===== config.mk =====
export PLATFORM = sky130hd
export DESIGN_NAME = tcs_sched
export DESIGN_NICKNAME = d
export VERILOG_FILES = /design/src/rtl/tcs_pkg.sv /design/src/rtl/tcs_period_timer.sv /design/src/rtl/tcs_launch_ctrl.sv /design/src/rtl/tcs_trim_latch.sv /design/src/rtl/tcs_sched.sv
export SDC_FILE = /design/constraint.sdc
export NUM_CORES = 1
export LEC_CHECK = 0
export CAP_MARGIN = 15
export CORE_MARGIN = 2
export CORE_UTILIZATION = 40
export DETAILED_ROUTE_END_ITERATION = 8
export DONT_BUFFER_PORTS = 1
export GPL_ROUTABILITY_DRIVEN = 0
export HOLD_SLACK_MARGIN = 0.08
export RECOVER_POWER = 25
export SLEW_MARGIN = 10
export SYNTH_ARGS = -nofsm -noshare
export SYNTH_HDL_FRONTEND = slang
export SYNTH_SLANG_ARGS = --single-unit

===== constraint.sdc =====
create_clock -name clk -period 2.4 [get_ports clk]
set_clock_uncertainty 0.2 [all_clocks]
set_input_delay 0.48 -clock clk [delete_from_list [all_inputs] [get_ports clk]]
set_output_delay 0.48 -clock clk [all_outputs]
set_load 0.01 [all_outputs]

===== src/rtl/tcs_pkg.sv =====
package tcs_pkg;
   localparam int CTRL_W   = 8;
   localparam int EN_BIT   = 7;
   localparam int MODE_LSB = 5;
   localparam int FTRIM_W  = 5;

   typedef enum logic [1:0] {
      BAT_NONE    = 2'b00,
      BAT_SLOW_A  = 2'b01,
      BAT_SLOW_B  = 2'b10,
      BAT_FAST    = 2'b11
   } bat_mode_e;
endpackage


===== src/rtl/tcs_period_timer.sv =====
module tcs_period_timer
   import tcs_pkg::*;
#(
   parameter int MAIN_SECS   = 60,
   parameter int BAT_A_SECS  = 600,
   parameter int BAT_B_SECS  = 6000
) (
   input  logic      clk,
   input  logic      rst_n,
   input  logic      tick,
   input  logic      restart,
   input  logic      enable,
   input  logic      on_battery,
   input  bat_mode_e mode,
   output logic      due
);
   localparam int MAX_AB = (BAT_A_SECS > BAT_B_SECS) ? BAT_A_SECS : BAT_B_SECS;
   localparam int MAX_P  = (MAX_AB > MAIN_SECS) ? MAX_AB : MAIN_SECS;
   localparam int CNT_W  = $clog2(MAX_P);

   if (MAIN_SECS < 2 || BAT_A_SECS < 2 || BAT_B_SECS < 2) begin : g_bad_period
      $error("tcs_period_timer: every period must be at least two ticks");
   end

   logic [CNT_W-1:0] cnt;
   logic [CNT_W-1:0] last;
   logic             active;

   always_comb begin
      active = enable;
      last   = CNT_W'(MAIN_SECS - 1);
      if (on_battery) begin
         unique case (mode)
            BAT_NONE:   active = 1'b0;
            BAT_SLOW_A: last   = CNT_W'(BAT_A_SECS - 1);
            BAT_SLOW_B: last   = CNT_W'(BAT_B_SECS - 1);
            BAT_FAST:   last   = CNT_W'(MAIN_SECS - 1);
            default:    active = 1'b0;
         endcase
      end
   end

   assign due = tick && active && (cnt == last);

   always_ff @(posedge clk or negedge rst_n) begin
      if (!rst_n)
         cnt <= '0;
      else if (restart || !active)
         cnt <= '0;
      else if (tick)
         cnt <= due ? '0 : cnt + 1'b1;
   end
endmodule


===== src/rtl/tcs_launch_ctrl.sv =====
module tcs_launch_ctrl (
   input  logic clk,
   input  logic rst_n,
   input  logic write_go,
   input  logic write_stop,
   input  logic timer_due,
   input  logic conv_done,
   output logic launch,
   output logic conv_start,
   output logic busy,
   output logic pending
);
   logic req;

   assign req    = write_go || timer_due;
   assign launch = busy ? (conv_done && (pending || req)) : req;

   always_ff @(posedge clk or negedge rst_n) begin
      if (!rst_n) begin
         conv_start <= 1'b0;
         busy       <= 1'b0;
         pending    <= 1'b0;
      end else begin
         conv_start <= launch;
         if (launch) begin
            busy    <= 1'b1;
            pending <= 1'b0;
         end else if (busy && conv_done) begin
            busy    <= 1'b0;
            pending <= 1'b0;
         end else if (busy) begin
            pending <= write_stop ? 1'b0 : (pending || req);
         end
      end
   end
endmodule


===== src/rtl/tcs_trim_latch.sv =====
module tcs_trim_latch #(
   parameter int TEMP_W   = 10,
   parameter int COARSE_W = 6,
   parameter int FINE_W   = 3
) (
   input  logic                clk,
   input  logic                rst_n,
   input  logic                accept,
   input  logic [TEMP_W-1:0]   temp,
   input  logic [COARSE_W-1:0] coarse_in,
   input  logic [FINE_W-1:0]   fine_in,
   output logic [COARSE_W-1:0] coarse_q,
   output logic [FINE_W-1:0]   fine_q,
   output logic                loaded,
   output logic                prev_valid
);
   localparam int OUT_W = COARSE_W + FINE_W;

   if (TEMP_W < 1 || COARSE_W < 1 || FINE_W < 1) begin : g_bad_width
      $error("tcs_trim_latch: widths must be positive");
   end

   logic [TEMP_W-1:0] prev_temp;
   logic [OUT_W-1:0]  trim_q;
   logic              changed;

   assign changed = !prev_valid || (temp != prev_temp);
   assign coarse_q = trim_q[OUT_W-1:FINE_W];
   assign fine_q   = trim_q[FINE_W-1:0];

   always_ff @(posedge clk or negedge rst_n) begin
      if (!rst_n) begin
         prev_temp  <= '0;
         prev_valid <= 1'b0;
         trim_q     <= '0;
         loaded     <= 1'b0;
      end else begin
         loaded <= accept && changed;
         if (accept) begin
            prev_temp  <= temp;
            prev_valid <= 1'b1;
            if (changed)
               trim_q <= {coarse_in, fine_in};
         end
      end
   end
endmodule


===== src/rtl/tcs_sched.sv =====
module tcs_sched
   import tcs_pkg::*;
#(
   parameter int                  TEMP_W       = 10,
   parameter int                  COARSE_W     = 6,
   parameter int                  FINE_W       = 3,
   parameter int                  MAIN_SECS    = 60,
   parameter int                  BAT_A_SECS   = 600,
   parameter int                  BAT_B_SECS   = 6000,
   parameter logic [FTRIM_W-1:0]  FACTORY_TRIM = 5'd19
) (
   input  logic                clk,
   input  logic                rst_n,
   input  logic                wr_en,
   input  logic [CTRL_W-1:0]   wr_data,
   output logic [CTRL_W-1:0]   rd_data,
   input  logic                tick_1hz,
   input  logic                on_battery,
   output logic                conv_start,
   input  logic                conv_done,
   input  logic [TEMP_W-1:0]   conv_temp,
   input  logic [COARSE_W-1:0] coarse_in,
   input  logic [FINE_W-1:0]   fine_in,
   output logic [COARSE_W-1:0] coarse_q,
   output logic [FINE_W-1:0]   fine_q,
   output logic                trim_load
);
   logic      en_q;
   bat_mode_e mode_q;
   logic      write_go;
   logic      write_stop;
   logic      timer_due;
   logic      launch;
   logic      busy;
   logic      pending;
   logic      prev_valid;

   assign write_go   = wr_en && wr_data[EN_BIT];
   assign write_stop = wr_en && !wr_data[EN_BIT];
   assign rd_data    = {en_q, mode_q, FACTORY_TRIM};

   always_ff @(posedge clk or negedge rst_n) begin
      if (!rst_n) begin
         en_q   <= 1'b0;
         mode_q <= BAT_NONE;
      end else if (wr_en) begin
         en_q   <= wr_data[EN_BIT];
         mode_q <= bat_mode_e'(wr_data[MODE_LSB +: 2]);
      end
   end

   tcs_period_timer #(
      .MAIN_SECS (MAIN_SECS),
      .BAT_A_SECS(BAT_A_SECS),
      .BAT_B_SECS(BAT_B_SECS)
   ) u_timer (
      .clk       (clk),
      .rst_n     (rst_n),
      .tick      (tick_1hz),
      .restart   (launch || wr_en),
      .enable    (en_q),
      .on_battery(on_battery),
      .mode      (mode_q),
      .due       (timer_due)
   );

   tcs_launch_ctrl u_launch (
      .clk       (clk),
      .rst_n     (rst_n),
      .write_go  (write_go),
      .write_stop(write_stop),
      .timer_due (timer_due),
      .conv_done (conv_done),
      .launch    (launch),
      .conv_start(conv_start),
      .busy      (busy),
      .pending   (pending)
   );

   tcs_trim_latch #(
      .TEMP_W  (TEMP_W),
      .COARSE_W(COARSE_W),
      .FINE_W  (FINE_W)
   ) u_trim (
      .clk       (clk),
      .rst_n     (rst_n),
      .accept    (conv_done && busy),
      .temp      (conv_temp),
      .coarse_in (coarse_in),
      .fine_in   (fine_in),
      .coarse_q  (coarse_q),
      .fine_q    (fine_q),
      .loaded    (trim_load),
      .prev_valid(prev_valid)
   );
endmodule


==> metrics.md <==
| Metric | Value |
|---|---|
| Period utilisation layout | a little over nine tenths |
| Synth Instances | 196 |
| Detailed-route via count | around 1400 |
| Clock Tree Buf Depth | 2 |
| DP HPWL | between 2 and 3 mm |
| CP required | 2.38 ns |
| Most common cell after layout, fill and taps aside | dfrtp_1 |
| Fillers | 491 |
| CTS tree | yes |
| Routed Wire Length | 3.960 mm |
| Die width | about 77 um |
| Setup violations, final | 0 |
| Worst Path Max Fanout | 4 |
| Area of the multi-input gates | 1060 um^2 |
| Initial antenna violation count | 0 |
| Area growth syn-to-layout | 13.54% |
| Die ar. | just under 6000 um^2 |
| Setup CP Type | reg -> reg |
| Max VDD drop | ~380 uV |
| CTS Root Cell | clkbuf_8 |
| Starting Density | 41.25% |
| Gr usage total | between 10% and 20% |
| Grt total ovfl | 0 |
| N_diodes | 0 |
| TritonCTS buffer count | 5 |
| Tightest Pin Transition | approximately 1 ns |
| Pwr Total | 1.717 mW |
| Reported max-cap violation count | 0 |
| PD cells | 717.6 nW/um^2 |
| Remaining DRCs | 0 |
| Yosys reg bits | 40 |
| Max-slew violations | 0 |
| First-pass GRT wire length | between 6 and 7 mm |
| Htree depth | 2 |
| Hold Path Class | in -> reg |
| # port buffers | 0 |
| Mapped Area | 2107 um^2 |
| DR pass1 iterations | 4 |
| WL per Instance | 14.45 um |
| Leak pwr | ~0.96 nW |
| Vias/cell | 5.237 |
| Register area share after synthesis | 47.51% |
| Synth Area per Inst | 10.75 um^2 |
| ANT nets after route | 0 |
| Rel. slew slack | 33.50% |
| Clock Pin Slew Worst Setup and Hold Paths | 0.08 ns |
| Startpoint types | register |
| Core area | 5107 um^2 |
| I/O pins | 52 |
| Status | finished, final reports clean |
| Worst-Skew Late Latency | slightly below 0.3 ns |
| Final hold viol count | 0 |
| Worst-case hold slack | between 0.1 and 0.15 ns |
| Crit end category | register |
| Distinct cells, synth | 40 |
| Post-layout nets | 241 |
| Fraction of layout cells with a size suffix above 1 | about a quarter |
| Sink Count | 40 |
| Max Fclk | 0.4293 GHz |
| Synth warnings | 0 |
| Height of the die | 76.58 um |
| FF/Latch Area | 1002 um^2 |
| WP data arrival | ~2.3 ns |
| Vias in the first global route | ~1500 |
| Most frequent cells in the layout | 39 x dfrtp_1, 19 x nand2_1, 19 x mux2_2 |
| Fin crit period | 2.330 ns |
| Std-Cell Rows | 26 |
| Initial DRC Count | 40 |
| Fin util | a little under half |
| Largest net degree at the start of global routing | 41 |
-- routing by layer --
layer / wire [um] / part of all wire (%) / track usage, %
met1: 1739 / 44 / 17.82
met2: 1952 / 49 / 23.98
met3: 258 / 6.5 / 5.095
met4: 10 / 0.25 / 3.273
met5: 0 / 0 / 0
-- critical path, cell delays in order (launching register included) --
cell and delay, ns:
dfrtp_1 0.45, inv_2 0.10, ha_4 0.18, buf_4 0.14
o21ai_0 0.20, a32oi_2 0.16, or4_1 0.54, a32o_1 0.26
-- registers in the layout (all words and copies together) (netlist names) --
signal and count:
u_launch.pending 1, u_trim.prev_valid 1, en_q 1, u_trim.prev_temp 10, u_trim.trim_q 9, u_timer.cnt 13
u_launch.busy 1, mode_q 2, u_launch.conv_start 1, u_trim.loaded 1
-- power by group --
group / leakage (nW) / total [mW] / internal [mW] / switching (mW)
combinational: 0.398 / 0.243 / 0.139 / 0.105
clock: 0.0642 / 0.640 / 0.409 / 0.231
sequential: 0.500 / 0.833 / 0.756 / 0.0775
total: 0.963 / 1.72 / 1.30 / 0.413
-- metrics by stage --
stage,setup TNS (ns),worst slack (ns),area [um^2],cells
3_3_place_gp,0,0.09417,2166,262
6_report,0,0.07037,2392,274
4_1_cts,0,0.04953,2335,272
2_1_floorplan,0,0.06037,2118,199
3_5_place_dp,0,0.06269,2166,262
5_1_grt,-0.06015,-0.03623,2392,274
-- logic make-up after synthesis --
logic type      count (synthesis)  synth area share, %
other cells                     2               0.3564
fa+ha+maj                       4                2.375
mux                            19                10.15
compound gates                 21                7.839
xor+xnor                       24                9.977
buf+inv                        19                5.285
simple gates                   67                16.51
flops                          40                47.51
-- synth_stat cells --
cell type / n / share of area, %
ha_1: 4 / 2.4
buf_6: 1 / 0.53
o311ai_4: 1 / 1.2
and2_1: 1 / 0.30
o311ai_1: 1 / 0.42
buf_4: 8 / 2.9
o31ai_1: 1 / 0.36
o2111ai_1: 1 / 0.42
nor2b_1: 2 / 0.59
mux2_2: 19 / 10
and3_4: 1 / 0.53
nand3_1: 6 / 1.4
inv_1: 4 / 0.71
o41ai_1: 1 / 0.42
a2111oi_1: 1 / 0.48
nand4_1: 7 / 2.1
nand4bb_1: 1 / 0.53
a21boi_1: 1 / 0.36
a32o_1: 2 / 0.95
conb_1: 2 / 0.36
dfrtp_1: 40 / 48
o31a_1: 1 / 0.42
xor2_1: 9 / 3.7
a32oi_1: 1 / 0.42
o21ai_0: 5 / 1.2
xnor2_1: 15 / 6.2
nand2b_1: 3 / 0.89
and3_1: 4 / 1.2
nor3_1: 12 / 2.9
nor3b_1: 1 / 0.36
o21ai_1: 1 / 0.24
or4_1: 1 / 0.36
nand2_1: 19 / 3.4
nor2_1: 7 / 1.2
inv_2: 1 / 0.18
clkbuf_1: 3 / 0.53
buf_2: 2 / 0.48
and4_1: 1 / 0.42
a21oi_1: 4 / 0.95
or2b_1: 1 / 0.36
-- cell type report --
type | count | share of cell area [%]
clock buffer | 5 | 2.877
multi-input combinational | 140 | 44.30
clock inverter | 2 | 2.510
timing repair buffer | 12 | 3.870
inverter | 5 | 0.8891
tap | 70 | 3.661
sequential | 40 | 41.89
-- timing repair --
item | 4_1_cts | 5_1_grt
buffers inserted | 0 | 2
setup endpoints to repair | 0 | 4
endpoints found under the hold margin | 42 | 0
resized for setup | 0 | 13
hold buffers | 3 | 0
-- path summary, 6_finish.rpt --
| check | from | end | slack [ns] | depth (start not counted) |
|---|---|---|---|---|
| hold / removal | wr_en | mode_q[1] | 0.11 | 2 |
| hold reg to reg | u_trim.prev_valid | u_trim.prev_valid | 0.28 | 1 |
| min in group asynchronous | rst_n | u_launch.conv_start | 0.73 | 2 |
| max in group asynchronous | rst_n | mode_q[1] | 0.61 | 2 |
| setup reg to reg | mode_q[0] | u_launch.pending | 0.07 | 7 |
| setup / recovery | mode_q[0] | u_launch.pending | 0.07 | 7 |
(Power assumes the default switching activity.)
